### src/rtl/dwr_term_ctl.sv
module dwr_term_ctl #(
  parameter int LIM_LO_W = 24,
  parameter int LIM_HI_W = 32
) (
  input  logic       clk,
  input  logic       rst_n,
  input  logic       req_valid,
  input  logic       req_multi,
  input  logic       att_valid,
  input  logic [2:0] att_code,
  input  logic       limit_sel,
  input  logic       serr_en,
  input  logic       nodeliv_mask,
  input  logic       clr_rx_tabort,
  input  logic       clr_sig_tabort,
  output logic       busy,
  output logic       rsp_valid,
  output logic [2:0] rsp_code,
  output logic       rx_tabort,
  output logic       sig_tabort,
  output logic       serr_req
);
  localparam int CW = LIM_HI_W;
  localparam logic [CW-1:0] LAST_LO = {{(CW-LIM_LO_W){1'b0}}, {LIM_LO_W{1'b1}}};
  localparam logic [CW-1:0] LAST_HI = '1;

  logic          multi_q;
  logic [CW-1:0] cnt_q;

  wire take     = busy && att_valid;
  wire at_last  = cnt_q == (limit_sel ? LAST_HI : LAST_LO);
  wire is_retry = att_code == 3'd1;
  wire is_tab   = att_code == 3'd4;
  wire dropped  = take && is_retry && at_last;
  wire stay     = take && is_retry && !at_last;

  logic [2:0] rsp_n;
  always_comb begin
    case (att_code)
      3'd0, 3'd2: rsp_n = multi_q ? 3'd1 : 3'd0;
      3'd1:       rsp_n = at_last ? 3'd5 : 3'd2;
      3'd4:       rsp_n = 3'd3;
      default:    rsp_n = 3'd4;
    endcase
  end

  always_ff @(posedge clk) begin
    if (!rst_n) begin
      busy       <= 1'b0;
      multi_q    <= 1'b0;
      cnt_q      <= '0;
      rsp_valid  <= 1'b0;
      rsp_code   <= 3'd0;
      rx_tabort  <= 1'b0;
      sig_tabort <= 1'b0;
      serr_req   <= 1'b0;
    end else begin
      rsp_valid <= take;
      serr_req  <= dropped && serr_en && !nodeliv_mask;
      if (take) rsp_code <= rsp_n;
      if (!busy && req_valid) begin
        busy    <= 1'b1;
        multi_q <= req_multi;
        cnt_q   <= '0;
      end else if (stay) begin
        cnt_q <= cnt_q + 1'b1;
      end else if (take) begin
        busy <= 1'b0;
      end
      if (take && is_tab) begin
        rx_tabort  <= 1'b1;
        sig_tabort <= 1'b1;
      end else begin
        if (clr_rx_tabort)  rx_tabort  <= 1'b0;
        if (clr_sig_tabort) sig_tabort <= 1'b0;
      end
    end
  end
endmodule


### config.mk
export PLATFORM = sky130hd
export DESIGN_NAME = dwr_term_ctl
export DESIGN_NICKNAME = d
export VERILOG_FILES = /design/src/rtl/dwr_term_ctl.sv
export SDC_FILE = /design/constraint.sdc
export NUM_CORES = 1
export LEC_CHECK = 0
export BUFFER_PORTS_ARGS = -buffer_cell sky130_fd_sc_hd__clkbuf_2
export CORE_MARGIN = 2
export CORE_UTILIZATION = 40
export CTS_BUF_LIST = sky130_fd_sc_hd__clkbuf_8
export DETAILED_ROUTE_END_ITERATION = 16
export PLACE_DENSITY = 0.65
export SYNTH_ARGS = -nofsm -noshare
export SYNTH_HDL_FRONTEND = slang
export SYNTH_SLANG_ARGS = --single-unit
export TNS_END_PERCENT = 1
### constraint.sdc
create_clock -name clk -period 2.5 [get_ports clk]
set_input_delay 0.75 -clock clk [delete_from_list [all_inputs] [get_ports clk]]
set_output_delay 0.75 -clock clk [all_outputs]
set_load 0.02 [all_outputs]
# Word level (Yosys, flattened, before mapping)
# Index checks and enable logic that the tools add are counted.
classes:
  n_addsub: 1
  multipliers: 0
  reduce_logical: 18
  bitwise_logic: 1
  n_shift: 0
  n_mux: 11
  magnitude_cmp: 0
  n_eq_ne: 5
  div_mod_pow: 0
op_table:
  columns: ["op", "n"]
  rows:
  - ["32-bit by 1-bit adder with 32-bit output, second input constant", 1]
  - ["32-bit equality test", 1]
  - ["32-bit 2-to-1 mux", 1]
  - ["3-bit one-hot mux with 3 select lines", 1]
  - ["1-bit logical AND", 8]
  - ["1-bit 2-to-1 mux", 8]
  - ["2-bit nonzero test", 3]
  - ["2-bit OR reduction", 2]
  - ["3-bit by 1-bit equality test with 1-bit output, second input constant", 1]
  - ["3-bit by 2-bit equality test with 1-bit output, second input constant", 1]
  - ["3-bit equality test, second input constant", 1]
  - ["1-bit logical NOT", 3]
  - ["3-bit logical NOT", 1]
  - ["3-bit 2-to-1 mux", 1]
  - ["2-bit by 1-bit inequality test with 1-bit output, second input constant", 1]
  - ["2-bit AND reduction", 1]
  - ["1-bit inverter", 1]
totals:
  register_bits: 41
  memories: 0
  word_cells: 44
  latch_bits: 0
  ram_bits: 0
  output_inout_bits: 8
  inputBits: 13
  mem_bits_ro: 0

# Longest topological paths before layout
# Gate-level depths: netlist (run 1).
depth:
  word_depth: 6
  mapped_depth: 8
  depth_no_buf: 6

# Worst setup path after synthesis (run 1)
# No wires, ideal clock.
synth_timing:
  kind: "in2reg"
  startpoint: "in att_code[2]"
  endpoint: "reg cnt_q[21]"
  t_arrival_ns: 2.130
  cell_stages: 5
  required_ns: 2.441
  setup_slack_ns: 0.311
  path_buffers: 0
  setup_ns: 0.059
  path_cell_list: "nor3b_2 > nand2_1 > or4_1 > or4_1 > nand2_1"
synth_via:
  elab_chain_cells: 3
synth_lines:
  columns: ["item", "line", "source"]
  rows:
  - ["start: declaration", "10", "input logic [2:0] att_code,"]
  - ["3-bit by 1-bit equality test with 1-bit output", "32", "wire is_retry = att_code == 3'd1;"]
  - ["1-bit logical AND (2 in a row)", "35", "wire stay = take && is_retry && !at_last;"]
  - ["end signal: assignment", "66", "cnt_q <= cnt_q + 1'b1;"]
  - ["end: declaration", "28", "logic [CW-1:0] cnt_q;"]
# Every way passes these cells.
# A chain may end at the register's enable or synchronous reset.

# Final worst setup path (run 1)
layout_timing:
  startpoint: "reg cnt_q[26]"
  endpoint: "reg rsp_code[0]"
layout_via:
  elab_chain_cells: 3
layout_lines:
  columns: ["item", "line", "source"]
  rows:
  - ["32-bit equality test", "31", "wire at_last = cnt_q == (limit_sel ? LAST_HI : LAST_LO);"]
  - ["3-bit 2-to-1 mux", "41", "3'd1: rsp_n = at_last ? 3'd5 : 3'd2;"]
  - ["3-bit one-hot mux with 3 select lines", "39", "case (att_code)"]
  - ["end signal: assignment", "60", "if (take) rsp_code <= rsp_n;"]
  - ["end: declaration", "18", "output logic [2:0] rsp_code,"]
# Every way passes these cells.

==> results.txt, run 1 <==
The most common library cell in the layout ignoring fill and taps is sky130_fd_sc_hd__dfxtp_1. The max-cap violation count came out at 0. The sequential fraction of design power came out at 57.2%. The first detailed-routing pass took 4 iterations. Yosys attributes the largest share of cell area to sky130_fd_sc_hd__dfxtp_1 (38%), sky130_fd_sc_hd__a21oi_1 (7.9%), sky130_fd_sc_hd__or4_1 (6.6%). The final setup TNS is 0 ns. The number of buffers inserted during clock tree synthesis came out at 5. The top cell type by total area after synthesis is sky130_fd_sc_hd__dfxtp_1. Setup repair after global routing left no endpoint under its margin. The transition time at the pin with the least slew margin came out at 0.668 ns. The total power draw came out at 1.15 mW. The total leakage power is 0.794 nW. TritonCTS built the clock tree. For the worst setup path, the data arrival time is 2.35 ns. The max-slew violation count came out at 0. After the first detailed-routing iteration, the DRC count stood at 169. The final non-filler cell area came out at roughly 2400 um^2. The half-perimeter wire length after placement is 3.50 mm. The switching power summed over all nets came out at approximately 0.28 mW.

The total routed wire length on the met1 layer is between 2 and 2.5 mm. The fraction of post-synthesis cell area in the top cell type by area is 37.9%. The area overhead of the layout relative to synthesis came out at 11.7%. The final-report setup violation count came out at 0. The vertical extent of the die is just under 80 um. Measured against its own limit, the worst slew margin works out to 55.4%. The register bit count reported by yosys came out at 41. Pin placement for this block handled 21 I/O pins.

STA classifies the critical path endpoint as a flop. The die footprint came out at 6020 um^2. Static timing analysis puts the maximum clock frequency at 0.470 GHz. The clock transition time at the flip-flop clock pins of the worst setup and hold paths is 0.08 ns. The initial cell density of the core is roughly two fifths. Timing analysis after detailed placement gives a worst setup slack of 0.149 ns.

The clock insertion delay at the later pin of the skew report came out at 0.30 ns. The worst clock skew came out at 0.00750 ns. Entering global routing, the biggest net connects 55 pins.

The number of antenna violations at the first check in global routing came out at 0. The maximum net fanout on the critical path came out at 54. The final net count is 300. The number of antenna diodes is 0. Global routing used 17.5% of the available tracks across all layers. The critical path is of the reg -> reg type. Leaving out fill and tap cells, the most frequent cells in the layout are sky130_fd_sc_hd__dfxtp_1 (41), sky130_fd_sc_hd__a21oi_1 (34), sky130_fd_sc_hd__nand2_1 (29). After detailed routing, the number of remaining DRC violations is 0.

The post-cts gate resize count is 0. The ratio of final minimum period to clock period came out at 85.1%. The uppermost signal routing layer after detailed routing is met4. Wire segments on met3 add up to 193 um in the final route.

The final worst hold slack is 0.460 ns. The sink count of the clock tree is just over 40. The count of port buffers added during placement is 20. The cell area that synthesis handed to floorplanning was 2160 um^2. The total nets after synthesis came out at 277. For this run, the leading register cell type out of synthesis is sky130_fd_sc_hd__dfxtp_1. After floorplanning, the core was divided into 26 placement rows.

The share of synthesized area occupied by flip-flops and latches is 37.9%. The final worst-path setup slack is 0.372 ns. The via count of the first global-routing pass came out at 1769. The final-report hold violation count is 0.

The kind of launch point of the worst setup path is a flop. The placed cell count is 349. In the final routed layout, each cell accounts on average for 14.3 um.

Yosys printed 0 warnings. Buffers inserted to repair hold after CTS numbered 0. The share of power burned in the clock network came out at 36.9%. Once the clock tree was built, the setup fixing pass inserted 0 buffers. IR analysis of the VDD net gives a maximum drop of 0.252 mV. After detailed routing, the number of vias per cell comes to 5.85. The number of distinct library cells after synthesis came out at 40. Cells with a size suffix above 1 make up 15.3% of the layout.

The deepest clock path buffer count came out at 2. The root cell of the clock tree is sky130_fd_sc_hd__clkbuf_8. The power per cell area is 477 nW/um^2.

After layout, the minimum clock period comes to 2.13 ns. The post-route non-filler standard cell count came out at 357. The number of enable flip-flop cells after synthesis came out at 0. The final route contains about 2100 vias.

The flow ran to the end, and the final reports show no timing, DRC or antenna violations. The async set or reset register ratio after synthesis came out at 0%. The total internal power is 0.874 mW. The worst min-delay path category is reg -> reg.

The last weighted congestion value of the routability-driven placer came out at 0.791. The per-instance average area after synthesis came out at 8.23 um^2. The first global-routing pass estimated 8.51 mm of wire. The area of the core region came out at 5170 um^2.

The post-detailed-routing wire length came out at between 5 and 6 mm. Measured on the finished design, the core utilization comes to between 40% and 50%. The portion of total power attributed to combinational logic came out at 5.9%. The remaining global-route overflow is 0.

The net switching fraction of the power is 24.3%. Measured along the x axis, the die boundary spans a little under 80 um. The length of routed met2 wiring came out at 2.34 mm. The area of placed instances is 2340 um^2. The synthesized netlist cell count is 263.

The worst endpoint required time came out at approximately 2.7 ns. The detail route stage leaves a number of antenna-violating nets equal to 0. The H-tree depth came out at 2.
==> cell type report <==
class | instances | area [um^2]
clock buffers | 5 | 68.8
clock inverters | 3 | 13.8
fillers | 518 | 2750
inverters | 3 | 11.3
multi-input cells | 208 | 1250
flip-flops and latches | 41 | 821
well taps | 70 | 87.6
repair buffers | 27 | 165
==> path summary, 6_finish.rpt <==
check / start / to / slack (ns) / depth (start not counted)
hold / removal: cnt_q[31] / cnt_q[31] / 0.46 / 2
setup reg to reg: cnt_q[26] / rsp_code[0] / 0.37 / 5
setup / recovery: cnt_q[26] / rsp_code[0] / 0.37 / 5
hold reg to reg: cnt_q[31] / cnt_q[31] / 0.46 / 2
==> cells in the mapped netlist (2+ instances only) <==
| cell | count |
|---|---|
| sky130_fd_sc_hd__and2_0 | 2 |
| sky130_fd_sc_hd__or4_1 | 19 |
| sky130_fd_sc_hd__and3_1 | 4 |
| sky130_fd_sc_hd__and2_1 | 2 |
| sky130_fd_sc_hd__or3_1 | 10 |
| sky130_fd_sc_hd__mux2i_1 | 3 |
| sky130_fd_sc_hd__buf_2 | 2 |
| sky130_fd_sc_hd__o2111ai_1 | 2 |
| sky130_fd_sc_hd__nor2_1 | 14 |
| sky130_fd_sc_hd__o21ai_0 | 15 |
| sky130_fd_sc_hd__nand3_1 | 14 |
| sky130_fd_sc_hd__nand2b_1 | 3 |
| sky130_fd_sc_hd__nor4_1 | 4 |
| sky130_fd_sc_hd__buf_6 | 5 |
| sky130_fd_sc_hd__and4_1 | 3 |
| sky130_fd_sc_hd__dfxtp_1 | 41 |
| sky130_fd_sc_hd__clkbuf_1 | 4 |
| sky130_fd_sc_hd__a21oi_1 | 34 |
| sky130_fd_sc_hd__nor3_1 | 3 |
| sky130_fd_sc_hd__o31ai_1 | 17 |
| sky130_fd_sc_hd__inv_1 | 3 |
| sky130_fd_sc_hd__nand4_2 | 2 |
| sky130_fd_sc_hd__nand2_1 | 29 |
| sky130_fd_sc_hd__nand4_1 | 12 |
==> layer usage <==
layer | vias to the layer above | global-route usage (%)
met5 | - | 0
met2 | 44 | 27.0
met3 | 7 | 4.19
met4 | 0 | 5.89
li1 | 1056 | -
met1 | 983 | 24.0
==> worst max-delay path: stages (launching register included) <==
cell,delay (ns)
sky130_fd_sc_hd__dfxtp_1,0.41
sky130_fd_sc_hd__nand4_1,0.28
sky130_fd_sc_hd__nor4_4,0.44
sky130_fd_sc_hd__o2111a_4,0.56
sky130_fd_sc_hd__a21oi_1,0.14
sky130_fd_sc_hd__a211oi_1,0.21
==> power by group through the flow <==
stage | logic, mW | clock network (mW) | registers (mW)
final | 0.0681 | 0.425 | 0.660
after global routing | 0.0763 | 0.470 | 0.661
after CTS | 0.0686 | 0.445 | 0.660
after detailed placement | 0.0683 | 0 | 0.676
after global placement | 0.0677 | 0 | 0.676
after floorplan | 0.0339 | 0 | 0.680
==> kinds of logic (layout without fill, tap and decap cells) <==
family | count (synthesis) | in the layout | share of synthesized area, %
fa+ha+maj | 1 | 1 | 0.578
mux | 3 | 3 | 1.39
compound gates | 74 | 74 | 20.7
buf+inv | 14 | 38 | 4.28
simple gates | 130 | 130 | 35.1
flops | 41 | 41 | 37.9
==> registers in the layout (all words and copies together) (netlist names) <==
register and flops:
sig_tabort 1, rsp_valid 1, cnt_q 32, serr_req 1, rsp_code 3, multi_q 1
busy 1, rx_tabort 1
Note: power is estimated with default switching activity, not from simulation.
==> inputs of run 2 (changes only) <==
CORE_ASPECT_RATIO = 0.5   (was default)
==> results.txt, run 2 (synthesized netlist as in run 1, its figures left out) <==
The remaining global-route overflow is 0 (unchanged). The largest net degree at the start of global routing came out at 55 (unchanged). The number of buffers inserted during clock tree synthesis was 5 (unchanged).

The post-detailed-routing wire length was 5.04 mm (-1.1%). The kind of launch point of the worst setup path is a flop. The number of antenna violations at the first check in global routing is 0 (unchanged). The signal on the critical path passes through nand4_1, nor4_4, o2111a_4, a21oi_1, a211oi_1. The detailed-route wire length per cell is 14.1 um (-1.1%). The register with the most flip-flops is cnt_q.

The top cell types in the final layout, fill and taps aside, are sky130_fd_sc_hd__dfxtp_1 (41), sky130_fd_sc_hd__a21oi_1 (34), sky130_fd_sc_hd__nand2_1 (29). The final design utilization is 47.7% (+0.92 points). The detailed-route DRC error count was 0 (unchanged).

The tree is rooted in a sky130_fd_sc_hd__clkbuf_8. The via count of the first global-routing pass is 1840 (+4.0%). The share of layout cells above drive strength 1 came out at 14.6% (-0.70 points). The depth of the most critical reg-to-reg path is 5 (unchanged). The sink count of the clock tree is 41 (unchanged). The H-tree depth came out at 2 (unchanged).

The total leakage power is 0.796 nW (+0.30%). The count of boundary I/O pins was 21 (unchanged). The launch instance of the worst register-to-register path is cnt_q[24]. The most common library cell in the layout ignoring fill and taps is sky130_fd_sc_hd__dfxtp_1. The number of violations reported at the end of detailed-routing iteration 0 is 125 (-26%). The final-report hold violation count came to 0 (unchanged).

The floorplan die width is 108 um (+39%). The maximum vdd drop came out at 0.333 mV (+32%). The slowest cell on the critical path is sky130_fd_sc_hd__o2111a_4. The via-per-instance ratio came out at 5.86 (about the same). The number of cells on the critical path is 5 (unchanged).

TritonCTS built the clock tree. The portion of total power attributed to combinational logic came out at 5.8% (about the same). The final-report setup violation count came out at 0 (unchanged). The max-cap violation count came out at 0 (unchanged). The die footprint came out at 6050 um^2 (+0.60%). The endpoint of the worst-slack reg-to-reg timing path is rsp_code[0]. The worst setup path is of the reg -> reg kind. The area of the core region came to 5070 um^2 (-2.0%). The largest registers in the layout are cnt_q: 32 flops, rsp_code: 3 flops. The maximum net fanout on the critical path is 54 (unchanged). The remaining antenna violation count came to 0 (unchanged). The max-slew violation count came to 0 (unchanged). The worst endpoint required time came to 2.71 ns (about the same).

The transition time at the pin with the least slew margin came out at 0.610 ns (-0.0578 ns). The worst clock skew came out at 0.00341 ns (-0.00409 ns). The clock insertion delay at the later pin of the skew report is 0.29 ns (about the same). The final setup TNS is 0 ns (unchanged). The number of antenna diodes came to 0 (unchanged). The critical path ends at rsp_code[0]. The maximum clock rate is 0.470 GHz (about the same). The deepest clock path buffer count was 2 (unchanged). The gate family responsible for the most delay along the worst path is compound AO/OA/AOI/OAI gates. The vertical extent of the die is 56.0 um (-28%). The sequential fraction of design power is 57.6% (+0.4 points).

Tracing the worst setup path back leads to its startpoint at cnt_q[24]. The initial cell density of the core is 42.7% (+0.87 points). The ratio of final minimum period to clock period came out at 85.1% (about the same).

The total routing usage reported by global routing came out at 17.4% (-0.068 points). The combined buffer and inverter count along the critical path is 0 (unchanged). The switching power summed over all nets is 0.277 mW (-1.2%).

The data arrival time at the worst-slack endpoint came out at 2.34 ns (about the same). The count of port buffers added during placement is 20 (unchanged). The buffer count from post-CTS setup fixing came out at 0 (unchanged). The number of placement rows is 18 (-31%). The final worst hold slack is 0.467 ns (+0.00648 ns). The final net count came out at 300 (unchanged). The category of the worst setup path capture point is a flop. The flip-flop count of the largest register after layout came out at 32 (unchanged). The share of power burned in the clock network came out at 36.6% (-0.3 points). The minimum clock period after layout is 2.13 ns (-0.000696 ns). The flow ran to the end, and the final reports show no timing, DRC or antenna violations. The half-perimeter wire length after placement is 3.52 mm (+0.68%).

The min-delay analysis places its worst path in the category reg -> reg. Setup repair after global routing left no endpoint under its margin. The total power draw is 1.15 mW (-0.68%). The post-cts gate resize count came to 0 (unchanged). The total internal power is 0.869 mW (-0.50%). The setup slack at placement came out at 0.139 ns (-0.00961 ns).

The clock transition time at the flip-flop clock pins of the worst setup and hold paths came to 0.08 ns (about the same). The global-route wire length before repair came out at 8.54 mm (+0.25%). The slack of the worst reg-to-reg path is 0.37 ns (about the same). The final worst-path setup slack is 0.373 ns (+0.000696 ns). The number of buffers inserted by hold repair at cts came to 0 (unchanged).

The power per cell area is 474 nW/um^2 (-0.57%). The number of detailed-route iterations in the first pass came out at 4 (unchanged). The routed via count is 2091 (+0.048%). The worst stage delay on the critical path is 0.55 ns (about the same). The last weighted congestion value of the routability-driven placer is 0.802 (+1.3%). The relative slew slack is 59.3% (+3.9 points).

The area overhead of the layout relative to synthesis came out at 11.6%. The net switching fraction of the power is 24.1% (-0.13 points).
==> run 2: power groups by stage <==
stage | clock (mW) | sequential [mW] | combinational (mW)
finish | 0.419 | 0.660 | 0.0666
global route | 0.452 | 0.661 | 0.0743
CTS | 0.422 | 0.660 | 0.0667
detailed placement | 0 | 0.676 | 0.0664
global placement | 0 | 0.676 | 0.0658
floorplan | 0 | 0.680 | 0.0339
==> run 2: how the worst min path moves through the flow <==
| stage | start | slack [ns] | cells after the start | endpoint |
|---|---|---|---|---|
| finish | cnt_q[31] | 0.47 | 2 | cnt_q[31] |
| global route | cnt_q[31] | 0.51 | 2 | cnt_q[31] |
| CTS | cnt_q[31] | 0.47 | 2 | cnt_q[31] |
| detailed placement | cnt_q[31] | 0.46 | 2 | cnt_q[31] |
| global placement | cnt_q[31] | 0.44 | 2 | cnt_q[31] |
| floorplan | cnt_q[31] | 0.43 | 2 | cnt_q[31] |
==> run 2: worst register-to-register path, cell delays in order (launching register included) <==
cell and delay [ns]:
sky130_fd_sc_hd__dfxtp_1 0.43, sky130_fd_sc_hd__nand4_1 0.27, sky130_fd_sc_hd__nor4_4 0.44, sky130_fd_sc_hd__o2111a_4 0.55
sky130_fd_sc_hd__a21oi_1 0.15, sky130_fd_sc_hd__a211oi_1 0.21
==> run 2: layout make-up <==
type | instances | area, um^2
timing repair buffer | 27 | 165
inverter | 3 | 11.3
sequential | 41 | 821
fill | 494 | 2650
tap | 70 | 87.6
clock inverter | 3 | 11.3
clock buffer | 5 | 68.8
multi-input combinational | 208 | 1250
==> run 2: metal layers <==
metal | share of wire [%] | vias up | track usage, %
met5 | 0 | - | 0
met4 | 0.68 | 0 | 4.40
met3 | 3.8 | 2 | 3.98
met2 | 44 | 36 | 27.4
met1 | 52 | 992 | 24.2
li1 | - | 1061 | -
==> run 2: through the flow <==
stage,instance area [um^2],std cells
after global placement,2340,349
after CTS,2420,357
after global routing,2420,357
final,2420,357
after detailed placement,2340,349
after floorplan,2160,263
==> inputs of run 3 (changes only) <==
CELL_PAD_IN_SITES_DETAIL_PLACEMENT = 1   (was default)
CELL_PAD_IN_SITES_GLOBAL_PLACEMENT = 1   (was default)
PLACE_DENSITY = 0.8   (was 0.65)
==> results.txt, run 3 (synthesized netlist as in run 1, its figures left out) <==
Setup repair after global routing left no endpoint under its margin. The remaining global-route overflow came out at 0 (unchanged). The maximum clock rate came out at 0.458 GHz (-2.7%). The switching power summed over all nets came out at 0.272 mW (-1.7%). The remaining antenna violation count came out at 0 (unchanged). The total internal power came out at 0.867 mW (-0.22%). The number of buffers inserted by hold repair at cts came out at 0 (unchanged). The minimum clock period after layout is 2.19 ns (+0.0584 ns).

The die footprint came out at 6050 um^2 (unchanged). The share of layout cells above drive strength 1 is 15.7% (+1.0 points). The final-report hold violation count came to 0 (unchanged). The transition time at the pin with the least slew margin came to 0.513 ns (-0.0976 ns). The via-per-instance ratio came to 6.23 (+6.4%). The H-tree depth came out at 2 (unchanged). The buffer count from post-CTS setup fixing came out at 0 (unchanged). The vertical extent of the die came out at 56.0 um (unchanged). The CTS tree is done. The maximum vdd drop was 0.308 mV (-7.5%).

The maximum net fanout on the critical path is 54 (unchanged). The count of boundary I/O pins came out at 21 (unchanged). The root buffer cell chosen for the clock tree is sky130_fd_sc_hd__clkbuf_8.

The largest registers in the layout are cnt_q: 32 flops, rsp_code: 3 flops. The area overhead of the layout relative to synthesis is 12.0%. The data arrival time at the worst-slack endpoint came out at 2.40 ns (+0.06 ns). The placed cell count is 351 (+0.57%).

The worst min-delay path category is reg -> reg. The post-cts gate resize count was 0 (unchanged). The setup path with the least slack is of type reg -> reg.

The number of detailed-route iterations in the first pass came out at 4 (unchanged). The net switching fraction of the power is 23.9% (-0.28 points). The largest net degree at the start of global routing came out at 55 (unchanged). The share of power burned in the clock network was 35.9% (-0.7 points). The flip-flop count of the largest register after layout is 32 (unchanged). The portion of total power attributed to combinational logic came out at 6.1% (+0.3 points). The number of antenna diodes came out at 0 (unchanged). The total routing usage reported by global routing came out at 22.0% (+4.5 points).

The flow ran to the end, and the final reports show no timing, DRC or antenna violations. The final net count was 302 (+0.67%). The via count of the first global-routing pass came out at 2236 (+22%).

The most common library cell in the layout ignoring fill and taps is sky130_fd_sc_hd__dfxtp_1. The deepest clock path buffer count is 2 (unchanged). The sink count of the clock tree came to 41 (unchanged).

The clock transition time at the flip-flop clock pins of the worst setup and hold paths is 0.08 ns (about the same). The half-perimeter wire length after placement came out at 4.44 mm (+26%). The power per cell area came to 470 nW/um^2 (-0.95%). The max-slew violation count came out at 0 (unchanged).

More flip-flops sit in one register than any other, and that register is cnt_q. The area of the core region was 5070 um^2 (unchanged). The final-report setup violation count came out at 0 (unchanged). The last weighted congestion value of the routability-driven placer is 0.797 (-0.60%). The final worst hold slack came out at 0.477 ns (+0.0103 ns). The clock insertion delay at the later pin of the skew report is 0.29 ns (about the same). The sequential fraction of design power is 58.0% (+0.4 points). The ratio of final minimum period to clock period is 87.4% (+2.3 points). The total leakage power was 0.792 nW (-0.56%). The number of placement rows is 18 (unchanged). The max-cap violation count is 0 (unchanged).

The worst endpoint required time is 2.72 ns (about the same). The final setup TNS is 0 ns (unchanged). The floorplan die width came to 108 um (unchanged).

The worst setup path is captured at a flop. The routed via count is 2225 (+6.4%). The global-route wire length before repair came out at 10.6 mm (+25%). The worst clock skew is 0.00717 ns (+0.00376 ns).

The library cells used most frequently in the layout, excluding fill and tap cells, are sky130_fd_sc_hd__dfxtp_1 (41), sky130_fd_sc_hd__a21oi_1 (34), sky130_fd_sc_hd__nand2_1 (29). The relative slew slack came out at 65.6% (+6.3 points). The detailed-route wire length per cell came out at 17.4 um (+23%). The number of antenna violations at the first check in global routing came out at 0 (unchanged).

The post-route non-filler standard cell count is 357 (unchanged). The number of buffers inserted during clock tree synthesis is 5 (unchanged). The number of violations reported at the end of detailed-routing iteration 0 came out at 96 (-23%). The number of fill cells is 616 (+25%). The initial cell density of the core came out at 42.7% (unchanged). The count of port buffers added during placement is 20 (unchanged). The worst setup path is launched from a flop. The detailed-route DRC error count is 0 (unchanged). The post-detailed-routing wire length came out at 6.21 mm (+23%).
[run 3: cell count changes in the layout (fill, tap and decap cells not counted), sizes merged]
cell	change
buf	+2
clkinv	+1
inv	-3
[run 3: worst paths after layout]
path              slack [ns]  cells after the start      start   endpoint
setup reg to reg        0.31                      5  cnt_q[24]   cnt_q[2]
hold reg to reg         0.48                      2  cnt_q[31]  cnt_q[31]
hold / removal          0.48                      2  cnt_q[31]  cnt_q[31]
setup / recovery        0.31                      5  cnt_q[24]   cnt_q[2]
[run 3: stage by stage]
stage	power [mW]	utilization, %	setup WS, ns	cell area, um^2
after global routing	1.19	47.9	0.112	2420
after floorplan	0.714	-	0.311	2160
after detailed placement	0.745	46.4	0.127	2350
final	1.14	47.9	0.315	2420
after CTS	1.15	47.9	0.307	2420
after global placement	0.743	46.4	0.173	2350
[run 3: cell type report]
| type | instances | area [um^2] | share of cell area, % |
|---|---|---|---|
| clock inverter | 1 | 5.00 | 0.206 |
| multi-input combinational | 208 | 1250 | 51.6 |
| timing repair buffer | 29 | 180 | 7.43 |
| clock buffer | 5 | 68.8 | 2.84 |
| sequential | 41 | 821 | 33.8 |
| tap | 70 | 87.6 | 3.61 |
| inverter | 3 | 11.3 | 0.464 |
[run 3: power by group through the flow]
stage                     clock, mW  combinational [mW]  sequential (mW)
after global routing          0.453              0.0756            0.661
after global placement            0              0.0673            0.676
after detailed placement          0              0.0692            0.676
after floorplan                   0              0.0339            0.680
after CTS                     0.420              0.0695            0.661
final                         0.409              0.0693            0.661
[run 3: worst max-delay path: stages, from the launching register on]
cell                       delay [ns]
sky130_fd_sc_hd__dfxtp_1         0.43
sky130_fd_sc_hd__nand4_1         0.27
sky130_fd_sc_hd__nor4_4          0.43
sky130_fd_sc_hd__o2111a_4        0.57
sky130_fd_sc_hd__o21ai_0         0.22
sky130_fd_sc_hd__a21oi_1         0.19
[run 3: layer usage]
metal	global-route usage (%)	up-vias	wire length, um
met5	0	-	0
met4	6.41	0	66
met3	5.97	12	305
li1	-	1064	-
met1	28.6	1101	2900
met2	35.8	48	2940
